===== src/rtl/int_alu_pkg.sv =====
package int_alu_pkg;
  typedef enum logic [2:0] {
    OP_AND  = 3'b000,
    OP_OR   = 3'b001,
    OP_ADD  = 3'b010,
    OP_ADDU = 3'b011,
    OP_XOR  = 3'b100,
    OP_NOR  = 3'b101,
    OP_SUB  = 3'b110,
    OP_SUBU = 3'b111
  } alu_op_e;

  typedef enum logic [1:0] {
    LG_AND = 2'b00,
    LG_OR  = 2'b01,
    LG_XOR = 2'b10,
    LG_NOR = 2'b11
  } logic_sel_e;

  typedef struct packed {
    logic       arith;
    logic       sub;
    logic       trap;
    logic_sel_e lsel;
  } alu_ctrl_t;
endpackage


===== src/rtl/int_alu_decode.sv =====
module int_alu_decode
  import int_alu_pkg::*;
(
  input  logic [2:0] op_i,
  output alu_ctrl_t  ctrl_o
);
  always_comb begin
    ctrl_o.arith = op_i[1];
    ctrl_o.sub   = op_i[2] & op_i[1];
    ctrl_o.trap  = op_i[1] & ~op_i[0];
    ctrl_o.lsel  = logic_sel_e'({op_i[2], op_i[0]});
  end
endmodule


===== src/rtl/int_alu_logic.sv =====
module int_alu_logic
  import int_alu_pkg::*;
#(
  parameter int WIDTH = 32
) (
  input  logic_sel_e       sel_i,
  input  logic [WIDTH-1:0] a_i,
  input  logic [WIDTH-1:0] b_i,
  output logic [WIDTH-1:0] y_o
);
  for (genvar i = 0; i < WIDTH; i++) begin : g_bit
    always_comb begin
      unique case (sel_i)
        LG_AND:  y_o[i] = a_i[i] & b_i[i];
        LG_OR:   y_o[i] = a_i[i] | b_i[i];
        LG_XOR:  y_o[i] = a_i[i] ^ b_i[i];
        default: y_o[i] = ~(a_i[i] | b_i[i]);
      endcase
    end
  end
endmodule


===== src/rtl/int_alu_addsub.sv =====
module int_alu_addsub #(
  parameter int WIDTH = 32
) (
  input  logic             sub_i,
  input  logic [WIDTH-1:0] a_i,
  input  logic [WIDTH-1:0] b_i,
  output logic [WIDTH-1:0] sum_o,
  output logic             cout_o,
  output logic             ovf_o
);
  localparam int LW = WIDTH - 1;

  logic [WIDTH-1:0] b_eff;
  logic [LW:0]      low;
  logic             c_msb;

  assign b_eff = sub_i ? ~b_i : b_i;
  // low part carries one spare bit to expose carry into the sign bit
  assign low   = {1'b0, a_i[LW-1:0]} + {1'b0, b_eff[LW-1:0]} + {{LW{1'b0}}, sub_i};
  assign c_msb = low[LW];

  always_comb begin
    sum_o  = {a_i[LW] ^ b_eff[LW] ^ c_msb, low[LW-1:0]};
    cout_o = (a_i[LW] & b_eff[LW]) | (c_msb & (a_i[LW] ^ b_eff[LW]));
    ovf_o  = c_msb ^ cout_o;
  end

  logic [WIDTH:0] chk_sum;
  assign chk_sum = sub_i ? ({1'b0, a_i} - {1'b0, b_i}) : ({1'b0, a_i} + {1'b0, b_i});

  always_comb begin
    // result bits match plain arithmetic
    a_r2_sum_bits: assert (sum_o == chk_sum[WIDTH-1:0]);
    // sign-rule overflow agrees with carry-rule overflow
    a_r4_sign_rule: assert (ovf_o ==
      ((a_i[LW] == b_eff[LW]) && (sum_o[LW] != a_i[LW])));
  end
endmodule


===== src/rtl/int_alu_ovf.sv =====
module int_alu_ovf
  import int_alu_pkg::*;
#(
  parameter int WIDTH = 32
) (
  input  logic [2:0]       op_i,
  input  logic [WIDTH-1:0] a_i,
  input  logic [WIDTH-1:0] b_i,
  output logic [WIDTH-1:0] result_o,
  output logic             carry_o,
  output logic             zero_o,
  output logic             ovf_o
);
  alu_ctrl_t        ctrl;
  logic [WIDTH-1:0] lg_y, as_y;
  logic             as_c, as_v;

  int_alu_decode u_dec (.op_i(op_i), .ctrl_o(ctrl));

  int_alu_logic #(.WIDTH(WIDTH)) u_lg (
    .sel_i(ctrl.lsel), .a_i(a_i), .b_i(b_i), .y_o(lg_y)
  );

  int_alu_addsub #(.WIDTH(WIDTH)) u_as (
    .sub_i(ctrl.sub), .a_i(a_i), .b_i(b_i),
    .sum_o(as_y), .cout_o(as_c), .ovf_o(as_v)
  );

  always_comb begin
    result_o = ctrl.arith ? as_y : lg_y;
    carry_o  = ctrl.arith & as_c;
    ovf_o    = ctrl.trap & as_v;
    zero_o   = ~|result_o;
  end

  always_comb begin
    // non-trapping codes never raise the exception
    a_r5_no_trap: assert (!(op_i == OP_ADDU || op_i == OP_SUBU) || !ovf_o);
    // logical codes keep flags low
    a_r6_logic_flags: assert (op_i[1] || (!carry_o && !ovf_o));
    // zero flag is consistent with the logic result on logical codes
    a_r7_zero_logic: assert (op_i[1] || (zero_o == (lg_y == '0)));
  end
endmodule


===== config.mk =====
export PLATFORM = sky130hd
export DESIGN_NAME = int_alu_ovf
export DESIGN_NICKNAME = d
export VERILOG_FILES = /design/src/rtl/int_alu_pkg.sv /design/src/rtl/int_alu_decode.sv /design/src/rtl/int_alu_logic.sv /design/src/rtl/int_alu_addsub.sv /design/src/rtl/int_alu_ovf.sv
export SDC_FILE = /design/constraint.sdc
export NUM_CORES = 1
export LEC_CHECK = 0
export BUFFER_PORTS_ARGS = -buffer_cell sky130_fd_sc_hd__buf_2
export CORE_MARGIN = 2
export CORE_UTILIZATION = 63
export DETAILED_ROUTE_END_ITERATION = 12
export PLACE_DENSITY = 0.91
export SLEW_MARGIN = 20
export SYNTH_ARGS = -nofsm -noshare
export SYNTH_HDL_FRONTEND = slang
export SYNTH_SLANG_ARGS = --single-unit
export TNS_END_PERCENT = 30

===== constraint.sdc =====
create_clock -name vclk -period 30.9
set_input_delay 6.18 -clock vclk [all_inputs]
set_output_delay 6.18 -clock vclk [all_outputs]
set_load 0.01 [all_outputs]

; ---- After elaboration in Yosys (flattened, before gate mapping)
; Index checks and enable logic that the tools add are counted.
; Widths: inputs -> output; s select.
[totals]
register_bits = 0
elab_cells = 181
[op_classes]
addsub = 2
n_eq_ne = 2
muxes = 34
bitwise = 140
n_reduce_logical = 3
[op_table]
columns = op, n
row1 = $pmux 1 s3, 32
row2 = $mux 32, 2
row3 = $and 1x1->1, 38
row4 = $xor 1x1->1, 35
row5 = $not 1->1, 33
row6 = $or 1x1->1, 33
row7 = $add 31x31->32, 1
row8 = $add 32x1->32, 1
row9 = $not 32->32, 1
row10 = $reduce_or 32->1, 1
row11 = $eq 2x1->1 const B, 1
row12 = $eq 2x2->1 const B, 1
row13 = $logic_not 2->1, 1
row14 = $logic_not 1->1, 1

; ---- Logic depth before layout (Yosys ltp)
[logic_depth]
depth_word = 8
ltp_mapped = 29
mapped_depth_nobuf = 21

; ---- Cells and area by module
; Synthesis repeated with hierarchy kept, for this count alone.
[hier_totals]
cells_unflattened = 669
area_unflattened_um2 = 4966.0
[modules_own_cells]
columns = mod, n_inst, cells_each, area_per_inst_um2, seq_area_each_um2
row1 = int_alu_logic, 1, 306, 2242.2, 0.0
row2 = int_alu_addsub, 1, 296, 2134.5, 0.0
row3 = int_alu_ovf, 1, 62, 546.8, 0.0
row4 = int_alu_decode, 1, 5, 42.5, 0.0

; ---- Least setup slack after synthesis
; Ideal clock, no wire load.
[synth_timing]
path_kind = input port to output port
from = in op_i[2]
to = out zero_o
t_arrival_ns = 12.562
path_slack_ns = 12.158
stages = 28
cell_sequence = clkbuf_1 > buf_2 > buf_2 > buf_2 > buf_2 > buf_2 > nand2_1 > buf_1 > xnor2_1 > ha_1 > and4b_1 > a21oi_2 > a21oi_2 > or4b_4 > nand2_1 > o311ai_1 > a211o_1 > a31oi_1 > fa_1 > nand2_1 > nor2_1 > a41oi_1 > nor4_1 > or4b_1 > nor4b_2 > nand4_1 > or4_1 > nor4_2
[synth_between]
elab_chain_len = 8
word_cells_on_any_way = 44
cone_classes = add/sub (2) / eq/ne (2) / mux (34) / bitwise (3) / reduce/logical (3)
[synth_rtl]
columns = item, line
row1 = from (decl), int_alu_ovf.sv:6  ; input logic [2:0] op_i,
row2 = $and 1x1->1, int_alu_decode.sv:9  ; ctrl_o.sub = op_i[2] & op_i[1];
row3 = $mux 32, int_alu_addsub.sv:17  ; assign b_eff = sub_i ? ~b_i : b_i;
row4 = $add 31x31->32, int_alu_addsub.sv:19  ; assign low = {1'b0, a_i[LW-1:0]} + {1'b0, b_eff[LW-1:0]} + {{LW{1'b0}}, sub_i};
row5 = $add 32x1->32, int_alu_addsub.sv:19
row6 = $xor 1x1->1, int_alu_addsub.sv:23  ; sum_o = {a_i[LW] ^ b_eff[LW] ^ c_msb, low[LW-1:0]};
row7 = $mux 32 (*), int_alu_ovf.sv:30  ; result_o = ctrl.arith ? as_y : lg_y;
row8 = $reduce_or 32->1 (*), int_alu_ovf.sv:33  ; zero_o = ~|result_o;
row9 = $logic_not 1->1 (*), int_alu_ovf.sv:33
row10 = to (decl), int_alu_ovf.sv:11  ; output logic zero_o,
; Mark *: on every way between the ends. The rest lies on a longest branch, timed or not.

; ---- Worst setup path after layout
; Same ends and word-level chain as after synthesis.

==> results.yml <==
timing:
  period_share: 0.625
  worst_slew_pin_slew_ns: 1.03
  slew_violations: 0
  slew_headroom: 0.316
  fmax_mhz: 51.8
  setup_tns_ns: 0
  rsz0062_at_grt: "false"
  hold_violations: 0
  setup_viol_count_final: 0
  layout_min_cycle_time_ns: 19.32
grt:
  grt_max_degree: 68
  grt_pass1_vias: 4728
  gr-total-overflow: 0
  grt_pass1_wl_microns: 20400
  grt_use_total: 0.310
  antenna_found_initial: 0
place:
  place_area_sq_mm: 0.00511
  io_buffers: 102
  gp_congestion: 0.952
  dpl.hpwl_microns: 10100
worst_hold_path:
  hold_path_class: "primary input to output port"
  min_from: "a_i[0]"
setup_path:
  crit_path_max_incr_delay_ns: 0.87
  worstSetupStartpointType: "primary input"
  cp.arrival_ns: 13.14
  path_delay_family: "simple AND/OR/NAND/NOR gates"
  crit_top_cell: "nand2_1"
  critical_path_class: "primary input to output port"
  critical_path_peak_fanout: 67
  worstPathCellList: "buf_4 > nand2_2 > xnor2_1 > ha_1 > and3_1 > o21ai_1 > a21oi_2 > or4b_4 > nand2_1 > o311ai_1 > a211o_1 > a31oi_1 > fa_1 > nand2_1 > nor2_1 > a41oi_1 > nor4_1 > or4b_1 > nor4b_2 > nand4_1 > or4_1 > nor4_2 > buf_2"
  crit_buf_inv: 2
  crit_slowest_cell: "nand2_2"
  cp.required_ns: 24.72
  cp-end-kind: "output port"
  critPathLaunch: "op_i[2]"
yosys:
  ys_types: 67
  synth_top_family_by_area: "adder cells"
  yosysWarnings: 0
  synth_compound_area_frac: 0.239
  synth-simple-area-share: 0.164
  syn_area_sq_mm: 0.00458
  syn-mean-instance-area_sq_um: 7.25
  synth_xor_area_frac: 0.153
  synth_seq_area_share: 0
  synthAdderAreaFrac: 0.276
  syn_inst: 632
  synth.area.mux_share: 0.0765
  synth_fp_nets: 799
clock_tree:
  cts_hold_buf: 0
  post_cts_buffers: 0
  cts_resized: 0
final_layout:
  seq_area_sq_um: 0
  drive_gt1_frac: 0.181
  final_common_cell: "buf_2"
  multi_input_area_sq_mm: 0.00417
  seq_cell_count: 0
  area_delta_synth_final_pct: 11.6
  n_antenna_cell: 0
  clock_buffers: 0
  final_cell_mix: "101 x buf_2, 98 x ha_1, 75 x inv_1"
  stdcell_area_sq_mm: 0.00511
  nNetsFinal: 876
  fillerInstances: 613
floorplanning:
  pin_count: 102
  die_w_microns: 89.3
  rows: 31
  dieHeight_microns: 89.3
  core_sq_mm: 0.00714
  dieArea_sq_mm: 0.00797
  start_util: 0.642
detailed_routing:
  firstDrtPassIters: 4
  drt-vias-per-instance: 5.96
  wl_per_cell_microns: 15.4
  drcViolationCount: 0
  drtAntennaViolNets: 0
  routed_wl_microns: 12400
  num_vias: 4801
  drt_iter0_drc: 235
outcome:
  status: "finished clean"
pwr:
  p_leak_nw: 2.64
  powerDensity_mw_per_mm2: 23.8
  max-vdd-ir-drop_uv: 12.4
run:
  drv_cap: 0
[through the flow]
| step | hold WS (ns) | setup slack (ns) | cells | total power [mW] | util |
|---|---|---|---|---|---|
| floorplan | 12.64 | 12.16 | 632 | 0.0852 | - |
| global placement | 12.94 | 11.87 | 806 | 0.115 | 0.716 |
| detailed placement | 12.93 | 11.61 | 806 | 0.119 | 0.716 |
| CTS | 12.93 | 11.64 | 806 | 0.120 | 0.716 |
| global route | 12.97 | 11.15 | 806 | 0.134 | 0.716 |
| finish | 12.94 | 11.58 | 806 | 0.122 | 0.716 |
[where the power goes]
group          leakage (nW)  switching (mW)  internal (mW)
Sequential                0               0              0
Combinational          2.64          0.0708         0.0509
Clock                     0               0              0
Total                  2.64          0.0708         0.0509
[tightest hold or removal path, cell delays in order]
cell,delay (ns)
buf_2,0.13
inv_1,0.06
ha_1,0.12
o22a_1,0.14
buf_2,0.14
[Yosys cell counts (all sizes together), types with 9 or more instances]
| cell type | instances | area [sq um] |
|---|---|---|
| buf | 15 | 72.6 |
| ha | 98 | 1230 |
| inv | 76 | 285 |
| nand2 | 51 | 191 |
| xnor2 | 59 | 517 |
| nand4 | 9 | 56.3 |
| nor2 | 34 | 128 |
| o211ai | 14 | 105 |
| xor2 | 21 | 184 |
| a21oi | 44 | 228 |
| mux2i | 26 | 260 |
| o21ai | 28 | 140 |
| a211oi | 11 | 87.6 |
| a21o | 12 | 90.1 |
| clkbuf | 14 | 52.6 |
| nor3 | 9 | 45.0 |
[cells by family after synthesis]
logic type / Yosys count
xor+xnor: 80
compound gates: 162
simple gates: 150
mux: 34
fa+ha+maj: 100
buf+inv: 106
[final cells by class]
cell class         count  share of cell area
well taps             99              0.0242
multi-input cells    526               0.816
repair buffers       104               0.103
inverters             77              0.0565
[path summary, 6_finish.rpt]
kind / end / depth (start not counted)
max: zero_o / 23
min: result_o[0] / 5
[routing by layer]
layer / routed length (microns) / global-route usage
met2: 6210 / 0.589
met5: 0 / 0
met3: 659 / 0.0175
met4: 206 / 0.0773
met1: 5300 / 0.378
No activity file was read; power rests on OpenSTA's default activity.
